## src/rtl/pcm_slot_pkg.sv

```systemverilog
package pcm_slot_pkg;
  localparam int WORD_W = 32;
  localparam int POS_W  = 10;
  localparam int CNT_W  = $clog2(WORD_W) + 1;
  localparam int NCH    = 2;

  typedef struct packed {
    logic             ext;
    logic             en;
    logic [POS_W-1:0] pos;
    logic [3:0]       code;
  } chanCfgT;

  typedef struct packed {
    logic [NCH-1:0] txStart;
    logic [NCH-1:0] txBusy;
    logic [NCH-1:0] rxStart;
    logic [NCH-1:0] rxBusy;
    logic [NCH-1:0] rxLast;
  } strobeT;

  function automatic logic [CNT_W-1:0] widthOf(input chanCfgT c);
    logic [CNT_W:0] w;
    w = (CNT_W+1)'(8) + (CNT_W+1)'(c.code) + (c.ext ? (CNT_W+1)'(16) : '0);
    return (w > (CNT_W+1)'(WORD_W)) ? CNT_W'(WORD_W) : w[CNT_W-1:0];
  endfunction

  function automatic chanCfgT halfOf(input logic [WORD_W-1:0] cfg, input int ch);
    return (ch == 0) ? chanCfgT'(cfg[31:16]) : chanCfgT'(cfg[15:0]);
  endfunction
endpackage

```

## src/rtl/pcm_slot_ctrl.sv

```systemverilog
module pcm_slot_ctrl
  import pcm_slot_pkg::*;
(
  input  logic              clk,
  input  logic              rstN,
  input  logic              bitEn,
  input  logic [POS_W-1:0]  bitPos,
  input  logic              frameStart,
  input  logic [WORD_W-1:0] txCfg,
  input  logic [WORD_W-1:0] rxCfg,
  output strobeT            stb
);
  logic [1:0][NCH-1:0] startV, busyV, lastV;

  for (genvar d = 0; d < 2; d++) begin : g_dir
    for (genvar c = 0; c < NCH; c++) begin : g_ch
      chanCfgT cfg;
      logic [CNT_W-1:0] remain;
      assign cfg = halfOf((d == 0) ? txCfg : rxCfg, c);
      assign startV[d][c] = bitEn && cfg.en && (bitPos == cfg.pos);
      assign busyV[d][c]  = bitEn && (remain != '0) && !frameStart && !startV[d][c];
      assign lastV[d][c]  = busyV[d][c] && (remain == CNT_W'(1));

      always_ff @(posedge clk) begin
        if (!rstN)                  remain <= '0;
        else if (startV[d][c])      remain <= widthOf(cfg) - CNT_W'(1);
        else if (bitEn && frameStart) remain <= '0;
        else if (busyV[d][c])       remain <= remain - CNT_W'(1);
      end
    end
  end

  always_comb begin
    stb.txStart = startV[0];
    stb.txBusy  = busyV[0];
    stb.rxStart = startV[1];
    stb.rxBusy  = busyV[1];
    stb.rxLast  = lastV[1];
  end
endmodule

```

## src/rtl/pcm_slot_dp.sv

```systemverilog
module pcm_slot_dp
  import pcm_slot_pkg::*;
(
  input  logic              clk,
  input  logic              rstN,
  input  logic              bitEn,
  input  strobeT            stb,
  input  logic [WORD_W-1:0] txCfg,
  input  logic [WORD_W-1:0] rxCfg,
  input  logic              txPacked,
  input  logic              rxPacked,
  input  logic [WORD_W-1:0] txWord,
  input  logic              txEmpty,
  input  logic              serIn,
  output logic              txPop,
  output logic              serOut,
  output logic              txUnderrun,
  output logic [WORD_W-1:0] rxWord,
  output logic              rxPush
);
  localparam int HALF_W = WORD_W / 2;

  logic [CNT_W-1:0]   txW0, txW1;
  logic [4:0]         msb0, msb1;
  logic [WORD_W-1:0]  fresh0, fresh1, sh0, sh1;
  logic [HALF_W-1:0]  holdHi, holdLo;
  logic [WORD_W-1:0]  acc [NCH];
  logic [WORD_W-1:0]  nxtAcc [NCH];
  logic               needWord, txBit;

  assign txW0 = widthOf(halfOf(txCfg, 0));
  assign txW1 = widthOf(halfOf(txCfg, 1));
  assign msb0 = 5'(txW0 - CNT_W'(1));
  assign msb1 = 5'(txW1 - CNT_W'(1));

  always_comb begin
    fresh0   = txEmpty ? '0 : (txPacked ? {{HALF_W{1'b0}}, txWord[HALF_W-1:0]} : txWord);
    fresh1   = txPacked ? {{HALF_W{1'b0}}, holdHi} : (txEmpty ? '0 : txWord);
    needWord = stb.txStart[0] || (stb.txStart[1] && !txPacked);
    txPop    = needWord && !txEmpty;
    if (stb.txStart[0])      txBit = fresh0[msb0];
    else if (stb.txBusy[0])  txBit = sh0[WORD_W-1];
    else if (stb.txStart[1]) txBit = fresh1[msb1];
    else if (stb.txBusy[1])  txBit = sh1[WORD_W-1];
    else                     txBit = 1'b0;
  end

  always_ff @(posedge clk) begin
    if (!rstN) begin
      serOut     <= 1'b0;
      txUnderrun <= 1'b0;
      sh0        <= '0;
      sh1        <= '0;
      holdHi     <= '0;
    end else begin
      txUnderrun <= needWord && txEmpty;
      if (bitEn) serOut <= txBit;
      if (stb.txStart[0])     sh0 <= fresh0 << (CNT_W'(WORD_W + 1) - txW0);
      else if (stb.txBusy[0]) sh0 <= sh0 << 1;
      if (stb.txStart[1])     sh1 <= fresh1 << (CNT_W'(WORD_W + 1) - txW1);
      else if (stb.txBusy[1]) sh1 <= sh1 << 1;
      if (stb.txStart[0] && txPacked)
        holdHi <= txEmpty ? '0 : txWord[WORD_W-1:HALF_W];
    end
  end

  always_comb begin
    for (int c = 0; c < NCH; c++) nxtAcc[c] = {acc[c][WORD_W-2:0], serIn};
  end

  always_ff @(posedge clk) begin
    if (!rstN) begin
      for (int c = 0; c < NCH; c++) acc[c] <= '0;
      holdLo <= '0;
      rxWord <= '0;
      rxPush <= 1'b0;
    end else begin
      rxPush <= 1'b0;
      for (int c = 0; c < NCH; c++) begin
        if (stb.rxStart[c])     acc[c] <= {{(WORD_W-1){1'b0}}, serIn};
        else if (stb.rxBusy[c]) acc[c] <= nxtAcc[c];
      end
      if (stb.rxLast[0]) begin
        if (rxPacked) holdLo <= nxtAcc[0][HALF_W-1:0];
        else begin
          rxPush <= 1'b1;
          rxWord <= nxtAcc[0];
        end
      end
      if (stb.rxLast[1]) begin
        rxPush <= 1'b1;
        rxWord <= rxPacked ? {nxtAcc[1][HALF_W-1:0], holdLo} : nxtAcc[1];
      end
    end
  end

  logic unusedRx;
  assign unusedRx = ^rxCfg;
endmodule

```

## src/rtl/pcm_slot_shifter.sv

```systemverilog
module pcm_slot_shifter
  import pcm_slot_pkg::*;
(
  input  logic              clk,
  input  logic              rstN,
  input  logic              bitEn,
  input  logic [POS_W-1:0]  bitPos,
  input  logic              frameStart,
  input  logic [WORD_W-1:0] txCfg,
  input  logic [WORD_W-1:0] rxCfg,
  input  logic              txPacked,
  input  logic              rxPacked,
  input  logic [WORD_W-1:0] txWord,
  input  logic              txEmpty,
  output logic              txPop,
  output logic              serOut,
  output logic              txUnderrun,
  input  logic              serIn,
  output logic [WORD_W-1:0] rxWord,
  output logic              rxPush
);
  strobeT stb;

  pcm_slot_ctrl i_ctrl (
    .clk(clk), .rstN(rstN), .bitEn(bitEn), .bitPos(bitPos),
    .frameStart(frameStart), .txCfg(txCfg), .rxCfg(rxCfg), .stb(stb)
  );

  pcm_slot_dp i_dp (
    .clk(clk), .rstN(rstN), .bitEn(bitEn), .stb(stb),
    .txCfg(txCfg), .rxCfg(rxCfg), .txPacked(txPacked), .rxPacked(rxPacked),
    .txWord(txWord), .txEmpty(txEmpty), .serIn(serIn),
    .txPop(txPop), .serOut(serOut), .txUnderrun(txUnderrun),
    .rxWord(rxWord), .rxPush(rxPush)
  );
endmodule

```

## config.mk

```make
export PLATFORM = sky130hd
export DESIGN_NAME = pcm_slot_shifter
export DESIGN_NICKNAME = d
export VERILOG_FILES = /design/src/rtl/pcm_slot_pkg.sv /design/src/rtl/pcm_slot_ctrl.sv /design/src/rtl/pcm_slot_dp.sv /design/src/rtl/pcm_slot_shifter.sv
export SDC_FILE = /design/constraint.sdc
export NUM_CORES = 1
export LEC_CHECK = 0
export ABC_CLOCK_PERIOD_IN_PS = 3500
export BUFFER_PORTS_ARGS = -buffer_cell sky130_fd_sc_hd__buf_2
export CAP_MARGIN = 20
export CORE_AREA = 2 2 199 201
export CTS_BUF_LIST = sky130_fd_sc_hd__clkbuf_16
export CTS_CLUSTER_SIZE = 8
export DETAILED_ROUTE_END_ITERATION = 10
export DIE_AREA = 0 0 201 203
export SLEW_MARGIN = 10
export SYNTH_ARGS = -nofsm -noshare
export SYNTH_HDL_FRONTEND = slang
export SYNTH_SLANG_ARGS = --single-unit
```

## constraint.sdc

```tcl
create_clock -name clk -period 3.5 [get_ports clk]
set_input_delay 0.7 -clock clk [delete_from_list [all_inputs] [get_ports clk]]
set_output_delay 0.7 -clock clk [all_outputs]
set_load 0.03 [all_outputs]
```

==> flow_summary.json <==
{
  "relSlewSlack": 0.2862,
  "synth_edf_count": 62,
  "switching_power_w": 0.002144,
  "period_share": 0.8604,
  "max_freq_mhz": 332.1,
  "wl_per_cell_um": 20.23,
  "ys.flop_type": "dfxtp_1",
  "clock_sinks": 217,
  "dp_hpwl_um": 34420,
  "clk_latency_ns": 0.57,
  "p_clk_frac": 0.385,
  "core_um2": 38470,
  "place_congestion": 0.9930,
  "h-tree-depth": 1,
  "finalHoldViolCount": 0,
  "post_cts_buffers": 0,
  "ant_nets": 0,
  "antenna_found_initial": 0,
  "drive_gt1_frac": 0.1859,
  "worst_setup_path_end_kind": "output port",
  "clock_path_buffers": 3,
  "synth_cell_type_count": 88,
  "io_buffer_count": 149,
  "antenna_cells": 0,
  "p_total_w": 0.007014,
  "fp.dieW_um": 201,
  "min_period_ns": 3.011,
  "yosys_register_bits": 217,
  "io_pins": 150,
  "ys_seq_area_frac": 0.3258,
  "syn_avg_cell_area_um2": 8.707,
  "grt_max_degree": 131,
  "required_ns": 2.80,
  "utilization": 0.4539,
  "cts_buffers": 31,
  "slew_violations": 0,
  "viasPerCell": 5.829,
  "yosys_warnings": 0,
  "final_common_cell": "nor2_1",
  "cts_hold_buf": 0,
  "synthArstFlopShare": 0,
  "cts_tree": "done",
  "fin_cells": 2395,
  "design_area_um2": 17460,
  "setup_viol": 0,
  "die_area_um2": 40800,
  "combPwrFrac": 0.223,
  "r2r_cells": 7,
  "whs_path_depth": 3,
  "firstDrtPassIters": 8,
  "swShare": 0.3056,
  "overflow": 0,
  "start_util": 0.3961,
  "area_growth_pct": 14.60,
  "critPathArrivalTime_ns": 2.31,
  "syn_inst": 1750,
  "grt_usage": 0.2344,
  "ir_worst_vdd_v": 0.0003420,
  "status": "finished, final reports clean",
  "p_leak_nw": 6.631,
  "p_int_w": 0.004871,
  "grt_setup_unrepaired": "false",
  "clk_pin_slew_ns": 0.06,
  "die_y_um": 203,
  "grt_pass1_vias": 13470,
  "skew_ns": 0.01171,
  "num_vias": 13960,
  "drtIter0Drc": 1489,
  "pwr-share-seq": 0.392,
  "placedCellCount": 2343,
  "placed_area_um2": 16590,
  "cellPowerDensity_nw_per_um2": 401.7,
  "grt_pass1_wl_um": 77020,
  "cts_resized": 0,
  "final_cell_mix": "nor2_1, nand2_1, dfxtp_1, buf_2, a21oi_1",
  "tns_ns": 0,
  "crit_type": "primary input to output port",
  "rows": 72,
  "root_buffer": "clkbuf_16",
  "worst_slew_pin_slew_ns": 1.070,
  "drt-total-wl_um": 48450,
  "worstHoldPathType": "primary input to flop",
  "maxCapViolCount": 0,
  "cp-start-kind": "primary input",
  "path_max_fanout": 7,
  "mappedNetlistArea_um2": 15240,
  "synth_fp_nets": 1886,
  "drcViolationCount": 0,
  "nets": 1994
}
-- critical path: stages --
cell and delay, ns:
buf_2 0.14, xor2_1 0.17, or3_1 0.36, nand4bb_1 0.23
buf_4 0.21, nor2_1 0.09, nor2_1 0.07, nor2_1 0.12
buf_2 0.21
-- cell type report --
class | count | area, um2
Sequential cell | 217 | 4965
Clock buffer | 31 | 775.7
Tap cell | 518 | 648.1
Multi-Input combinational cell | 1364 | 9549
Timing Repair Buffer | 215 | 1316
Inverter | 29 | 111.4
Fill cell | 3787 | 21010
Clock inverter | 21 | 96.34
-- logic make-up after synthesis --
logic type / after synthesis / share of synthesized area
simple gates: 659 / 0.2094
xor+xnor: 78 / 0.04484
mux: 203 / 0.1739
buf+inv: 169 / 0.05157
compound gates: 402 / 0.1764
fa+ha+maj: 22 / 0.01807
flops: 217 / 0.3258
-- cells in the mapped netlist, drive strengths merged (7+ instances only) --
library cell / number / share of area
ha: 22 / 0.018
clkbuf: 73 / 0.018
o22ai: 17 / 0.0070
nor2b: 22 / 0.0094
a21oi: 146 / 0.048
o21ai: 45 / 0.015
nand4: 7 / 0.0029
mux2: 24 / 0.018
a22o: 14 / 0.0080
xnor2: 27 / 0.016
o211ai: 20 / 0.0099
o21a: 14 / 0.0069
nor3b: 20 / 0.0099
nand3: 37 / 0.012
o221ai: 7 / 0.0040
a31oi: 15 / 0.0062
nand2: 175 / 0.043
o22a: 11 / 0.0063
inv: 28 / 0.0069
xor2: 51 / 0.029
nor3: 47 / 0.016
mux2i: 132 / 0.087
a211o: 33 / 0.019
dfxtp: 155 / 0.20
nor4: 20 / 0.0092
a211oi: 18 / 0.0089
edfxtp: 62 / 0.12
a22oi: 7 / 0.0034
buf: 66 / 0.026
mux4: 47 / 0.069
and2: 66 / 0.027
nor2: 204 / 0.051
nand2b: 25 / 0.010
-- state kept, by name, indices dropped and copies added (netlist names) --
register,cells
i_dp.rxPush,1
i_dp.holdLo,16
i_dp.acc,62
i_ctrl.g_dir.g_ch.remain,24
i_dp.rxWord,32
i_dp.sh1,32
i_dp.sh0,32
i_dp.txUnderrun,1
i_dp.serOut,1
i_dp.holdHi,16
-- worst paths after layout --
path | startpoint | to | slack [ns]
max | bitPos[7] | txPop | 0.49
min | serIn | i_dp.holdLo[0] | 0.45
max reg2reg | i_ctrl.g_dir[1].g_ch[0].remain[2] | i_dp.rxWord[30] | 1.00
min reg2reg | i_dp.rxWord[10] | i_dp.rxWord[10] | 0.45
-- power groups by stage --
stage / registers (W) / logic (W) / clock network [W]
detailed placement: 0.00280 / 0.00154 / 0
finish: 0.00275 / 0.00157 / 0.00270
CTS: 0.00275 / 0.00154 / 0.00277
floorplan: 0.00278 / 0.00106 / 0
global route: 0.00276 / 0.00170 / 0.00286
global placement: 0.00280 / 0.00152 / 0
-- stage by stage --
step | hold WS, ns | setup WS [ns]
floorplan | 0.4274 | 0.02152
global placement | 0.4367 | 0.1822
detailed placement | 0.4399 | 0.1570
CTS | 0.4257 | 0.4960
global route | 0.4508 | 0.4182
finish | 0.4469 | 0.4886
-- routing by layer --
metal  global-route usage  share of wire  vias to the layer above  wire, um
met2               0.3592           0.43                      637     20990
li1                     -              -                     6595         -
met3              0.04719          0.083                       85      4033
met5                    0              0                        -         0
met1               0.3359           0.46                     6643     22230
met4              0.06085          0.025                        0      1202
(Power assumes the default switching activity.)
